### src/rtl/stall_guard_pkg.sv
package stall_guard_pkg;
   typedef enum logic {
      PH_RISE = 1'b0,
      PH_FALL = 1'b1
   } ramp_phase_t;
endpackage

### src/rtl/sg_hall_edge.sv
module sg_hall_edge (
   input  logic clk,
   input  logic rst_n,
   input  logic hall_i,
   output logic pulse_o
);
   logic hall_q;

   always_ff @(posedge clk or negedge rst_n) begin
      if (!rst_n) hall_q <= 1'b0;
      else        hall_q <= hall_i;
   end

   assign pulse_o = hall_i & ~hall_q;
endmodule

### src/rtl/sg_prescaler.sv
module sg_prescaler #(
   parameter int DIV = 18
) (
   input  logic clk,
   input  logic rst_n,
   input  logic clr_i,
   input  logic tick_i,
   output logic strobe_o
);
   generate
      if (DIV == 1) begin : g_pass
         assign strobe_o = tick_i & ~clr_i;
      end else begin : g_div
         localparam int PW = $clog2(DIV);
         localparam logic [PW-1:0] LAST = PW'(DIV - 1);
         logic [PW-1:0] pre;

         always_ff @(posedge clk or negedge rst_n) begin
            if (!rst_n)            pre <= '0;
            else if (clr_i)        pre <= '0;
            else if (tick_i) begin
               if (pre == LAST)    pre <= '0;
               else                pre <= pre + 1'b1;
            end
         end

         assign strobe_o = tick_i & ~clr_i & (pre == LAST);
      end
   endgenerate
endmodule

### src/rtl/sg_ramp.sv
module sg_ramp
   import stall_guard_pkg::*;
#(
   parameter int CNT_W     = 8,
   parameter int LO_CODE   = 16,
   parameter int HI_CODE   = 48,
   parameter int RISE_STEP = 1,
   parameter int FALL_STEP = 1
) (
   input  logic             clk,
   input  logic             rst_n,
   input  logic             dis_i,
   input  logic             reload_i,
   input  logic             up_i,
   input  logic             down_i,
   output logic [CNT_W-1:0] cnt_o,
   output ramp_phase_t      phase_o,
   output logic             spin_o
);
   localparam int SW = CNT_W + 1;
   localparam logic [SW-1:0] LO_W = SW'(LO_CODE);
   localparam logic [SW-1:0] HI_W = SW'(HI_CODE);
   localparam logic [SW-1:0] RS_W = SW'(RISE_STEP);
   localparam logic [SW-1:0] FS_W = SW'(FALL_STEP);
   localparam logic [CNT_W-1:0] LO_C = CNT_W'(LO_CODE);
   localparam logic [CNT_W-1:0] HI_C = CNT_W'(HI_CODE);

   logic [SW-1:0] cnt_w;
   assign cnt_w = {1'b0, cnt_o};

   always_ff @(posedge clk or negedge rst_n) begin
      if (!rst_n) begin
         cnt_o   <= LO_C;
         phase_o <= PH_RISE;
         spin_o  <= 1'b1;
      end else if (dis_i || reload_i) begin
         cnt_o   <= LO_C;
         phase_o <= PH_RISE;
         spin_o  <= 1'b1;
      end else if (phase_o == PH_RISE) begin
         if (up_i) begin
            if (cnt_w + RS_W >= HI_W) begin
               cnt_o   <= HI_C;
               phase_o <= PH_FALL;
               spin_o  <= 1'b0;
            end else begin
               cnt_o <= cnt_o + CNT_W'(RISE_STEP);
            end
         end
      end else if (down_i) begin
         if (cnt_w <= LO_W + FS_W) begin
            cnt_o   <= LO_C;
            phase_o <= PH_RISE;
         end else begin
            cnt_o <= cnt_o - CNT_W'(FALL_STEP);
         end
      end
   end
endmodule

### src/rtl/stall_guard.sv
module stall_guard
   import stall_guard_pkg::*;
#(
   parameter int CNT_W     = 8,
   parameter int LO_CODE   = 16,
   parameter int HI_CODE   = 48,
   parameter int RISE_STEP = 1,
   parameter int FALL_STEP = 1,
   parameter int FALL_DIV  = 18
) (
   input  logic clk,
   input  logic rst_n,
   input  logic tick_i,
   input  logic hall_a_i,
   input  logic prot_dis_i,
   output logic drive_ok_o,
   output logic spinning_o
);
   generate
      if (LO_CODE >= HI_CODE) begin : g_bad_range
         $error("stall_guard: LO_CODE must be below HI_CODE");
      end
      if (HI_CODE >= (1 << CNT_W)) begin : g_bad_width
         $error("stall_guard: HI_CODE does not fit CNT_W");
      end
      if (RISE_STEP < 1 || FALL_STEP < 1 || FALL_DIV < 1) begin : g_bad_step
         $error("stall_guard: steps and divider must be positive");
      end
   endgenerate

   logic             hall_pulse;
   logic             fall_strobe;
   logic             in_fall;
   logic [CNT_W-1:0] cnt;
   ramp_phase_t      phase;

   sg_hall_edge i_edge (
      .clk     (clk),
      .rst_n   (rst_n),
      .hall_i  (hall_a_i),
      .pulse_o (hall_pulse)
   );

   sg_prescaler #(.DIV(FALL_DIV)) i_pre (
      .clk      (clk),
      .rst_n    (rst_n),
      .clr_i    (~in_fall | prot_dis_i | hall_pulse),
      .tick_i   (tick_i),
      .strobe_o (fall_strobe)
   );

   sg_ramp #(
      .CNT_W     (CNT_W),
      .LO_CODE   (LO_CODE),
      .HI_CODE   (HI_CODE),
      .RISE_STEP (RISE_STEP),
      .FALL_STEP (FALL_STEP)
   ) i_ramp (
      .clk      (clk),
      .rst_n    (rst_n),
      .dis_i    (prot_dis_i),
      .reload_i (hall_pulse),
      .up_i     (tick_i),
      .down_i   (fall_strobe),
      .cnt_o    (cnt),
      .phase_o  (phase),
      .spin_o   (spinning_o)
   );

   assign in_fall    = (phase == PH_FALL);
   assign drive_ok_o = prot_dis_i | ~in_fall;
endmodule

### config.mk
export PLATFORM = sky130hd
export DESIGN_NAME = stall_guard
export DESIGN_NICKNAME = d
export VERILOG_FILES = /design/src/rtl/stall_guard_pkg.sv /design/src/rtl/sg_hall_edge.sv /design/src/rtl/sg_prescaler.sv /design/src/rtl/sg_ramp.sv /design/src/rtl/stall_guard.sv
export SDC_FILE = /design/constraint.sdc
export NUM_CORES = 1
export LEC_CHECK = 0
export BUFFER_PORTS_ARGS = -buffer_cell sky130_fd_sc_hd__buf_2
export CORE_UTILIZATION = 40
export DETAILED_ROUTE_END_ITERATION = 10
export SLEW_MARGIN = 10
export SYNTH_ARGS = -nofsm -noshare
export SYNTH_HDL_FRONTEND = slang
export SYNTH_HIERARCHICAL = 1
export SYNTH_SLANG_ARGS = --single-unit
### constraint.sdc
create_clock -name clk -period 6.97 [get_ports clk]
set_clock_uncertainty 0.1 [all_clocks]
set_input_delay 1.394 -clock clk [delete_from_list [all_inputs] [get_ports clk]]
set_output_delay 1.394 -clock clk [all_outputs]
set_load 0.005 [all_outputs]
==> impl_results.md <==
- Status: finished, final reports clean
- Vias in the first global route: 902
- Setup crit start kind: primary input
- IO Port Bufs: 6
- Layout area overhead: 2.198%
- RSZ-0062 raised after global routing: false
- Worst IR drop on VDD: 65.26 uV
- Die span in y: 57.96 um
- Die Area: 3359 um^2
- Reg clk slew, reported paths: 0.09 ns
- Root Buffer: clkbuf_4
- Post-cts sizing count: 0
- TritonCTS Buffers: 3
- Cell variety after synth: 51
- Worst hold path type: register to register
- Slew Viols, Final: 0
- GRT Resource Usage Total: 0.1642
- Synth Register Bits: 16
- FFs w/ async S/R, synth: 1.000
- Pleak: 0.0005086 uW
- Total Neg Setup Slack: 0 ns
- CTS Sinks: 16
- Area leader, netlist: dfrtp_1
- Core area: 2853 um^2
- Final hold viol count: 0
- Critical Path AT: 3.71 ns
- Setup Buffers After CTS: 0
- Antenna Cells: 0
- Number of synthesized flops with an enable pin: 0
- Syn nets: 141
- Placer Congestion: 0.8897
- P per Cell Area: 132.5 nW/um^2
- Worst reg2reg path endpoint: i_ramp/cnt_o[3]
- Initial antenna violation count: 0
- Critical path peak fanout: 6
- Largest net degree at the start of global routing: 23
- F_max: 0.2778 GHz
- Routed WL: 2.453 mm
- Syn avg cell area: 9.561 um^2
- Commonest cells after routing, fill and taps aside: dfrtp_1 (14), nand2_1 (12), nor2_1 (9)
- DRT iter0 DRCs: 47
- First-pass GRT wire length: 4.209 mm
- CP endpoint kind: register
- Mapped Cells: 131
- Core Rows: 19
- Place WS: 3.121 ns
- Top post-synthesis cells by area: dfrtp_1 (28%), ha_1 (5.0%), dfstp_2 (4.2%), nand2_1 (3.6%), a21oi_1 (3.2%)
- Max Cap Viol: 0
- FF-to-FF setup slack: 3.85 ns
- Worst r2r path cells: 8
- Clk_lat worst skew: 0.28 ns
- Vias/cell: 5.922
- Routed Antenna Nets: 0
- # nets final: 146
- Share of post-route cells with drive strength above 1: 0.2074
- WP data required: 7.08 ns
- Commonest non-fill, non-tap cell in the layout: dfrtp_1
- Crit path kind: primary input to register
- R2R Path Start: i_ramp/phase_o
- Max-slew headroom: 0.5392
- Top cell type's share of synthesized area: 0.2797
- Setup slack after layout: 3.370 ns
- Hold_buf cts: 0
- Drt pass-1 iters: 4
- Final setup vio count: 0
- Critical Path Source: hall_a_i
- Register area share after synthesis: 0.3217
- Yosys warning count: 6
- Boundary Pins: 7
- CTS max path bufs: 2
- CTS tree: done
- Remaining global-route overflow: 0
- Worst hold path stage count: 2
- Worst Setup EP: i_ramp/cnt_o[3]
- Post-detail-place hpwl: 1.799 mm
- Initial core utilization: 0.4390
- Final core utilization: 0.4487
- Die X: 57.96 um
- Synth Flop Type: dfrtp_1
- DRC errors left: 0
- Drt wl/cell: 14.78 um
- Final Cycle Share: 0.5165
- Crit path time final: 3.600 ns
- Tot Pwr: 169.6 uW
- Tightest Pin Transition: 0.6913 ns
- Htree depth: 1
- Vias: 983
- Post-Syn Area: 1252 um^2
-- synth_stat cells, types with 2 or more instances --
master	instances
buf_6	2
nor2_1	9
dfstp_2	2
nor3_2	2
a31oi_1	3
dfrtp_1	14
mux2i_1	3
nand2b_1	4
o211ai_1	2
or3_4	2
o211a_1	2
or3b_1	2
o21ai_1	2
nand2_1	12
o21ai_0	5
nand3b_1	3
ha_1	5
nand4_1	4
nand3_1	5
inv_1	5
a21oi_1	8
nor3_1	5
xor2_1	2
-- logic make-up after synthesis --
logic type | Yosys count | share of synthesized area
buf+inv | 11 | 0.06893
compound gates | 35 | 0.2198
fa+ha+maj | 5 | 0.04995
mux | 3 | 0.02398
simple gates | 59 | 0.3017
xor+xnor | 2 | 0.01399
flops | 16 | 0.3217
-- flip-flops by register name (all words and copies together), names as in the netlist --
| register | cells |
|---|---|
| i_ramp/cnt_o | 8 |
| i_pre/g_div.pre | 5 |
| i_edge/hall_q | 1 |
| i_ramp/phase_o | 1 |
| i_ramp/spin_o | 1 |
-- worst max-delay path, cell delays in order --
cell      delay (ns)
buf_2           0.10
nor2b_4         0.13
or3b_1          0.46
nor3b_1         0.30
mux2i_1         0.19
nand2b_4        0.22
or3_4           0.34
o31ai_4         0.25
o211ai_1        0.13
a31oi_1         0.18
-- per-layer routing --
metal  part of all wire  GRT usage  routed length, um  up-vias
met1               0.50     0.2360               1219      475
met2               0.45     0.2529               1104       19
li1                   -          -                  -      487
met5                  0          0                  0        -
met4             0.0065    0.05102                 16        0
met3              0.046    0.02679                113        2
-- report_power, final --
part / switching (uW) / internal [uW]
combinational: 12.7 / 8.62
sequential: 2.60 / 94.1
clock: 29.5 / 22.2
-- worst min-delay path by stage --
stage / to / start / slack, ns
3_5_place_dp: i_ramp/spin_o / i_ramp/spin_o / 0.37
2_1_floorplan: i_ramp/spin_o / i_ramp/spin_o / 0.36
6_report: i_ramp/spin_o / i_ramp/spin_o / 0.39
4_1_cts: i_ramp/spin_o / i_ramp/spin_o / 0.39
5_1_grt: i_ramp/spin_o / i_ramp/spin_o / 0.41
3_3_place_gp: i_ramp/spin_o / i_ramp/spin_o / 0.36
-- area by class of cell --
type | count | area (um^2)
clock buffers | 4 | 26.28
fillers | 293 | 1573
inverters | 5 | 18.77
multi-input cells | 104 | 763.2
flip-flops and latches | 16 | 402.9
well taps | 31 | 38.79
repair buffers | 6 | 30.03
-- per-stage QoR --
step	area, um^2	std cells	hold WS [ns]
final	1280	166	0.3862
after global routing	1280	166	0.4097
after CTS	1280	166	0.3894
after detailed placement	1254	162	0.3700
after global placement	1254	162	0.3643
after floorplan	1252	131	0.3600
No activity file was read; power rests on OpenSTA's default activity.
